<file path="src/rtl/dcw_pkg.sv">
package dcw_pkg;
  localparam int unsigned STATE_W = 2;

  typedef enum logic [STATE_W-1:0] {
    ST_IDLE = 2'b00,
    ST_COL1 = 2'b01,
    ST_WAIT = 2'b10,
    ST_COL2 = 2'b11
  } dcw_state_e;
endpackage

</file>
<file path="src/rtl/dcw_wait_sampler.sv">
module dcw_wait_sampler (
  input  logic clk,
  input  logic rst_n,
  input  logic sample_en_i,
  input  logic wait_n_i,
  output logic wait_low_o
);
  logic wait_low_q;
  logic wait_low_d;

  always_comb begin
    wait_low_d = wait_low_q;
    if (sample_en_i) wait_low_d = ~wait_n_i;
  end

  always_ff @(negedge clk or negedge rst_n) begin
    if (!rst_n) wait_low_q <= 1'b0;
    else        wait_low_q <= wait_low_d;
  end

  assign wait_low_o = wait_low_q;
endmodule

</file>
<file path="src/rtl/dcw_wait_counter.sv">
module dcw_wait_counter #(
  parameter int unsigned CNT_W = 3
) (
  input  logic             clk,
  input  logic             rst_n,
  input  logic             load_i,
  input  logic [CNT_W-1:0] load_val_i,
  input  logic             dec_i,
  output logic             empty_o,
  output logic             last_o
);
  localparam logic [CNT_W-1:0] ONE = {{(CNT_W-1){1'b0}}, 1'b1};

  logic [CNT_W-1:0] rem_q;
  logic [CNT_W-1:0] rem_d;

  always_comb begin
    rem_d = rem_q;
    if (load_i)                          rem_d = load_val_i;
    else if (dec_i && (rem_q != '0))     rem_d = rem_q - ONE;
  end

  always_ff @(posedge clk or negedge rst_n) begin
    if (!rst_n) rem_q <= '0;
    else        rem_q <= rem_d;
  end

  assign empty_o = (rem_q == '0);
  assign last_o  = (rem_q == ONE);


  no_underflow_chk: assert property (@(posedge clk) disable iff (!rst_n)
    (dec_i && !load_i && empty_o) |=> empty_o);
endmodule

</file>
<file path="src/rtl/dcw_fsm.sv">
module dcw_fsm
  import dcw_pkg::*;
#(
  parameter int unsigned CNT_W = 3
) (
  input  logic             clk,
  input  logic             rst_n,
  input  logic             start_i,
  input  logic             write_i,
  input  logic             area_wait_en_i,
  input  logic             pin_wait_en_i,
  input  logic [CNT_W-1:0] wait_cnt_i,
  input  logic             cnt_empty_i,
  input  logic             cnt_last_i,
  input  logic             wait_low_i,
  output dcw_state_e       state_o,
  output logic             write_o,
  output logic             cnt_load_o,
  output logic [CNT_W-1:0] cnt_load_val_o,
  output logic             cnt_dec_o,
  output logic             sample_en_o
);
  localparam logic [CNT_W-1:0] ONE = {{(CNT_W-1){1'b0}}, 1'b1};

  dcw_state_e state_q, state_d;
  logic       write_q, write_d;
  logic       pin_act_q, pin_act_d;
  logic       accept;
  logic       pin_act_in;

  assign accept     = (state_q == ST_IDLE) && start_i;
  assign pin_act_in = area_wait_en_i && pin_wait_en_i;

  always_comb begin
    cnt_load_val_o = '0;
    if (area_wait_en_i) begin
      if (pin_act_in && (wait_cnt_i == '0)) cnt_load_val_o = ONE;
      else                                  cnt_load_val_o = wait_cnt_i;
    end
  end

  always_comb begin
    state_d   = state_q;
    write_d   = write_q;
    pin_act_d = pin_act_q;
    unique case (state_q)
      ST_IDLE: begin
        if (start_i) begin
          state_d   = ST_COL1;
          write_d   = write_i;
          pin_act_d = pin_act_in;
        end
      end
      ST_COL1: state_d = cnt_empty_i ? ST_COL2 : ST_WAIT;
      ST_WAIT: begin
        if (!cnt_empty_i && !cnt_last_i)        state_d = ST_WAIT;
        else if (pin_act_q && wait_low_i)       state_d = ST_WAIT;
        else                                    state_d = ST_COL2;
      end
      ST_COL2: state_d = ST_IDLE;
      default: state_d = ST_IDLE;
    endcase
  end

  always_ff @(posedge clk or negedge rst_n) begin
    if (!rst_n) begin
      state_q   <= ST_IDLE;
      write_q   <= 1'b0;
      pin_act_q <= 1'b0;
    end else begin
      state_q   <= state_d;
      write_q   <= write_d;
      pin_act_q <= pin_act_d;
    end
  end

  assign cnt_load_o  = accept;
  assign cnt_dec_o   = (state_q == ST_WAIT);
  assign sample_en_o = (state_q == ST_WAIT) || (state_q == ST_COL1);
  assign state_o     = state_q;
  assign write_o     = write_q;


  start_to_col1_chk: assert property (@(posedge clk) disable iff (!rst_n)
    (state_q == ST_IDLE && start_i) |=> (state_q == ST_COL1));

  col1_single_chk: assert property (@(posedge clk) disable iff (!rst_n)
    (state_q == ST_COL1) |=> (state_q == ST_WAIT || state_q == ST_COL2));

  pin_min_wait_chk: assert property (@(posedge clk) disable iff (!rst_n)
    (state_q == ST_COL1 && pin_act_q) |=> (state_q == ST_WAIT));

  col2_to_idle_chk: assert property (@(posedge clk) disable iff (!rst_n)
    (state_q == ST_COL2) |=> (state_q == ST_IDLE));
endmodule

</file>
<file path="src/rtl/dcw_strobe_decode.sv">
module dcw_strobe_decode
  import dcw_pkg::*;
(
  input  logic       clk,
  input  logic       rst_n,
  input  dcw_state_e state_i,
  input  logic       write_i,
  output logic       cas_o,
  output logic       wdata_oe_o,
  output logic       done_o
);
  logic active;

  always_comb begin
    active = (state_i != ST_IDLE);
    done_o = (state_i == ST_COL2);
    if (write_i) begin
      cas_o      = (state_i == ST_COL2);
      wdata_oe_o = active;
    end else begin
      cas_o      = active;
      wdata_oe_o = 1'b0;
    end
  end


  done_one_cycle_chk: assert property (@(posedge clk) disable iff (!rst_n)
    done_o |=> !done_o);

  write_cas_end_chk: assert property (@(posedge clk) disable iff (!rst_n)
    (write_i && cas_o) |=> !cas_o && !wdata_oe_o);
endmodule

</file>
<file path="src/rtl/dram_col_wait_seq.sv">
module dram_col_wait_seq
  import dcw_pkg::*;
#(
  parameter int unsigned CNT_W = 3
) (
  input  logic             clk,
  input  logic             rst_n,
  input  logic             start_i,
  input  logic             write_i,
  input  logic             area_wait_en_i,
  input  logic             pin_wait_en_i,
  input  logic [CNT_W-1:0] wait_cnt_i,
  input  logic             wait_n_i,
  output logic [1:0]       state_o,
  output logic             cas_o,
  output logic             wdata_oe_o,
  output logic             done_o
);
  dcw_state_e       state;
  logic             write_q;
  logic             cnt_load;
  logic [CNT_W-1:0] cnt_load_val;
  logic             cnt_dec;
  logic             cnt_empty;
  logic             cnt_last;
  logic             sample_en;
  logic             wait_low;

  dcw_fsm #(.CNT_W(CNT_W)) u_fsm (
    .clk            (clk),
    .rst_n          (rst_n),
    .start_i        (start_i),
    .write_i        (write_i),
    .area_wait_en_i (area_wait_en_i),
    .pin_wait_en_i  (pin_wait_en_i),
    .wait_cnt_i     (wait_cnt_i),
    .cnt_empty_i    (cnt_empty),
    .cnt_last_i     (cnt_last),
    .wait_low_i     (wait_low),
    .state_o        (state),
    .write_o        (write_q),
    .cnt_load_o     (cnt_load),
    .cnt_load_val_o (cnt_load_val),
    .cnt_dec_o      (cnt_dec),
    .sample_en_o    (sample_en)
  );

  dcw_wait_counter #(.CNT_W(CNT_W)) u_cnt (
    .clk        (clk),
    .rst_n      (rst_n),
    .load_i     (cnt_load),
    .load_val_i (cnt_load_val),
    .dec_i      (cnt_dec),
    .empty_o    (cnt_empty),
    .last_o     (cnt_last)
  );

  dcw_wait_sampler u_smp (
    .clk         (clk),
    .rst_n       (rst_n),
    .sample_en_i (sample_en),
    .wait_n_i    (wait_n_i),
    .wait_low_o  (wait_low)
  );

  dcw_strobe_decode u_dec (
    .clk        (clk),
    .rst_n      (rst_n),
    .state_i    (state),
    .write_i    (write_q),
    .cas_o      (cas_o),
    .wdata_oe_o (wdata_oe_o),
    .done_o     (done_o)
  );

  assign state_o = state;


  reset_idle_chk: assert property (@(posedge clk)
    !rst_n |-> (state_o == 2'b00 && !cas_o && !wdata_oe_o && !done_o));

  read_no_drive_chk: assert property (@(posedge clk) disable iff (!rst_n)
    (state_o == 2'b01 && cas_o) |=> (cas_o && !wdata_oe_o));
endmodule

</file>
<file path="config.mk">
export PLATFORM = sky130hd
export DESIGN_NAME = dram_col_wait_seq
export DESIGN_NICKNAME = d
export VERILOG_FILES = /design/src/rtl/dcw_pkg.sv /design/src/rtl/dcw_wait_sampler.sv /design/src/rtl/dcw_wait_counter.sv /design/src/rtl/dcw_fsm.sv /design/src/rtl/dcw_strobe_decode.sv /design/src/rtl/dram_col_wait_seq.sv
export SDC_FILE = /design/constraint.sdc
export NUM_CORES = 1
export LEC_CHECK = 0
export ABC_AREA = 1
export CORE_AREA = 2 2 39 41
export CTS_BUF_LIST = sky130_fd_sc_hd__clkbuf_4 sky130_fd_sc_hd__clkbuf_8
export DETAILED_ROUTE_END_ITERATION = 8
export DIE_AREA = 0 0 41 43
export GPL_TIMING_DRIVEN = 0
export PLACE_DENSITY_LB_ADDON = 0.08
export SYNTH_ARGS = -nofsm -noshare
export SYNTH_HDL_FRONTEND = slang
export SYNTH_SLANG_ARGS = --single-unit
</file>
<file path="constraint.sdc">
create_clock -name clk -period 1.7 [get_ports clk]
set_clock_uncertainty 0.15 [all_clocks]
set_input_delay 0.34 -clock clk [delete_from_list [all_inputs] [get_ports clk]]
set_output_delay 0.34 -clock clk [all_outputs]
set_load 0.05 [all_outputs]
</file>
# Yosys cells after proc, flatten, opt, wreduce, memory -nomap -nowiden
# Index checks and enable logic that the tools add are counted.
classes:
  addsub: 1
  eq_ne: 5
  mux: 11
  bitwise: 1
  reduce_logical: 16
ops:
  columns: ["cell", "n"]
  rows:
  - ["$mux W3", 4]
  - ["$pmux W2 S4", 1]
  - ["$logic_and A1 B1 Y1", 6]
  - ["$logic_not A3 Y1", 2]
  - ["$eq A2 B2 Y1 const B", 2]
  - ["$mux W1", 4]
  - ["$mux W2", 2]
  - ["$reduce_bool A2 Y1", 2]
  - ["$eq A3 B1 Y1 const B", 1]
  - ["$reduce_bool A3 Y1", 1]
  - ["$sub A3 B1 Y3 const B", 1]
  - ["$eq A2 B1 Y1 const B", 1]
  - ["$logic_not A1 Y1", 2]
  - ["$logic_not A2 Y1", 1]
  - ["$ne A2 B2 Y1 const B", 1]
  - ["$reduce_and A2 Y1", 1]
  - ["$logic_or A1 B1 Y1", 1]
  - ["$not A1 Y1", 1]
word_totals:
  reg_bits: 8
  elab_cells: 39

# Longest topological paths before layout
depth:
  word_depth: 5
  ltp_mapped: 8
  mapped_depth_nobuf: 8

# Cells and area by module
# From an unflattened synthesis, not the netlist that was laid out.
hier_totals:
  hier_cells: 86
  hier_area_um2: 593.1
modules_own_cells:
  columns: ["mod", "instances", "cells_per_inst", "area_per_inst_um2", "seq_area_each_um2"]
  rows:
  - ["dcw_fsm", 1, 38, 285.3, 100.1]
  - ["dcw_wait_counter", 1, 35, 236.5, 75.1]
  - ["dcw_wait_sampler", 1, 6, 43.8, 25.0]
  - ["dcw_strobe_decode", 1, 7, 27.5, 0.0]

==> results.sh <==
export IMPL_drt_wl_total_um=1230
export IMPL_synth_cell_area_um2=569
export IMPL_violations="setup timing"
export IMPL_overflow=0
export IMPL_numClockSinks=8
export IMPL_num_nets_final=116
export IMPL_cts_made_buffers=3
export IMPL_place_congestion=0.717
export IMPL_status="finished with violations"
export IMPL_drc_errors=0
export IMPL_crit_fanout=4
export IMPL_seqCellArea_um2=203
export IMPL_worstPathCellList="inv_2 -> ha_4 -> nor2_1 -> a21oi_1"
export IMPL_root_buffer="clkbuf_4"
export IMPL_drive_gt1_frac=0.309
export IMPL_rsz0062_at_grt="true"
export IMPL_synth_net_count=93
export IMPL_place_area_um2=756
export IMPL_maxSlewViolCount=0
export IMPL_start_util=0.411
export IMPL_postSynthCellCount=75
export IMPL_ant_nets=0
export IMPL_fillers=135
export IMPL_hpwl_um=906
export IMPL_cellPowerDensity_mw_per_mm2=2090
export IMPL_place_port_buffers=14
export IMPL_combPwrFrac=0.687
export IMPL_yosysTopAreaCell="dfrtp_1"
export IMPL_swShare=0.497
export IMPL_die_w_um=41
export IMPL_io_pins=15
export IMPL_insertion_delay_ps=260
export IMPL_fin_area_um2=840
export IMPL_clock_path_buffers=2
export IMPL_worst_setup_path_type="reg2reg"
export IMPL_die_area_mm2=0.00176
export IMPL_hold_class="in2async"
export IMPL_drtIter0Drc=8
export IMPL_cts_clk_slew_worst_paths_ps=60
export IMPL_yosys_warnings=0
export IMPL_synth_seq_area_share=0.352
export IMPL_startpoint_type="register"
export IMPL_critical_path_buf_inv_count=1
export IMPL_grt_max_degree=9
export IMPL_internal_power_uw=880
export IMPL_tightest_slew_ps=486
export IMPL_synth_seq_cells=8
export IMPL_syn_to_final_growth_pct=47.5
export IMPL_cap_violations=0
export IMPL_fp_dieH_um=43
export IMPL_cellLeakagePower_nw=0.427
export IMPL_ir_worst_vdd_mv=0.992
export IMPL_crit_arrival_ps=1090
export IMPL_critPathMaxStageDelay_ps=430
export IMPL_grt_usage=0.167
export IMPL_drtPass1Iterations=4
export IMPL_core_rowCount=14
export IMPL_fp_coreArea_mm2=0.00138
export IMPL_yosys_top_cells_area="dfrtp_1 31%, ha_1 18%, nand2_1 14%"
export IMPL_setup_viol=3
export IMPL_p_sw_uw=870
export IMPL_wl_per_cell_um=10.8
export IMPL_syn_area_per_cell_um2=7.59
export IMPL_power_share_clock=0.100
export IMPL_seqPwrFrac=0.213
export IMPL_cp_data_required_time_ps=810
export IMPL_antenna_found_initial=0
export IMPL_vias=531
export IMPL_timing_hold_violations_final=0
export IMPL_first_global_vias=491
export IMPL_htreeDepth=1
export IMPL_antenna_diode_count=0
export IMPL_multiInputGateArea_um2=368
export IMPL_utilization=0.607
export IMPL_yosysTopAreaCellShare=0.308
export IMPL_cp_top_family="flip-flops"
export IMPL_critPathCaptureType="register"
export IMPL_grt_pass1_wl_um=1950
export IMPL_worst_slack_ps=-285
export IMPL_ctsHoldBuffers=0
export IMPL_slew_limit_headroom=0.677
export IMPL_vias_per_cell=4.70
export IMPL_synth_distinct_cells=16
export IMPL_slowest_stage="dfrtp_2"
export IMPL_cts_tree="done"
## cells by family after synthesis
| logic type | share of synthesized area |
|---|---|
| compound gates | 0.0967 |
| fa+ha+maj | 0.176 |
| buf+inv | 0.0857 |
| flops | 0.352 |
| simple gates | 0.290 |
## worst register-to-register path: stages, from the launching register on
cell,delay (ps)
dfrtp_2,430
inv_2,90
ha_4,200
nor2_1,80
a21oi_1,40
## what timing repair did
action | 4_1_cts | 5_1_grt
hold endpoints to repair | 0 | 0
pin swaps | 2 | 2
buffers inserted | 2 | 2
resized for setup | 18 | 14
setup endpoints to repair | 7 | 7
## metrics by stage
stage,std cells,setup TNS [ps],power [mW],hold WS [ps],setup slack [ps]
after detailed placement,105,-1390,1.45,326,-364
after global routing,113,-459,1.91,229,-319
after global placement,105,-1330,1.42,322,-351
after CTS,111,-574,1.65,231,-296
after floorplan,75,-674,1.17,-106,-450
final,113,-339,1.75,213,-285
## synthesized netlist by cell type
cell	instances
nand2_1	21
o21ai_0	4
o21bai_1	1
nand2_2	2
nand2_4	1
a21oi_2	1
o21ai_2	1
dfrtp_1	7
ha_1	8
nor2_1	7
dfrtn_1	1
nor2_4	1
inv_1	12
a21oi_1	2
nand3_1	5
inv_2	1
## flip-flops by register name, indices dropped and copies added, names as in the netlist
register / cells
u_cnt.rem_q: 3
u_fsm.state_o: 2
u_fsm.pin_act_q: 1
u_fsm.write_o: 1
u_smp.wait_low_o: 1
## power by group through the flow
| stage | Combinational [mW] | Clock, mW | Sequential [mW] |
|---|---|---|---|
| 6_report | 1.20 | 0.174 | 0.374 |
| 5_1_grt | 1.33 | 0.196 | 0.385 |
| 4_1_cts | 1.09 | 0.182 | 0.373 |
| 3_5_place_dp | 1.07 | 0 | 0.376 |
| 3_3_place_gp | 1.05 | 0 | 0.373 |
| 2_1_floorplan | 0.725 | 0 | 0.447 |
## worst paths after layout
| path | from | end | slack (ps) | cells after the start |
|---|---|---|---|---|
| max in group asynchronous | rst_n | u_smp.wait_low_o$_DFFE_NN0P_ | 140 | 1 |
| min reg2reg | u_fsm.pin_act_q$_DFFE_PN0P_ | u_fsm.pin_act_q$_DFFE_PN0P_ | 330 | 2 |
| min in group clk | u_fsm.pin_act_q$_DFFE_PN0P_ | u_fsm.pin_act_q$_DFFE_PN0P_ | 330 | 2 |
| max reg2reg | u_fsm.state_o[0]$_DFFE_PN0P_ | u_smp.wait_low_o$_DFFE_NN0P_ | -290 | 4 |
| min | rst_n | u_cnt.rem_q[1]$_DFFE_PN0P_ | 210 | 1 |
| max | u_fsm.state_o[0]$_DFFE_PN0P_ | u_smp.wait_low_o$_DFFE_NN0P_ | -290 | 4 |
## layout by cell type (no fill, tap or decap), types with 3 or more instances in the layout
master | Yosys | routed
nand2_1 | 21 | 20
inv_1 | 12 | 10
clkdlybuf4s50_1 | 0 | 9
nor2_1 | 7 | 6
ha_1 | 8 | 6
dfrtp_1 | 7 | 5
nand3_1 | 5 | 4
clkbuf_4 | 0 | 4
buf_4 | 0 | 4
nand2_2 | 2 | 3
o21ai_0 | 4 | 3
buf_6 | 0 | 3
## cell type report
cell class / instances / area share
well taps: 16 / 0.0238
repair buffers: 18 / 0.200
multi-input cells: 54 / 0.438
inverters: 13 / 0.0611
flip-flops and latches: 8 / 0.241
clock buffers: 4 / 0.0358
## metal layers
metal / wire length [um] / global-route usage / vias to the layer above
li1: - / - / 273
met1: 525 / 0.191 / 239
met2: 620 / 0.269 / 17
met3: 74 / 0.0628 / 2
met4: 4 / 0.0600 / 0
met5: 0 / 0 / -
Note: power is estimated with default switching activity, not from simulation.
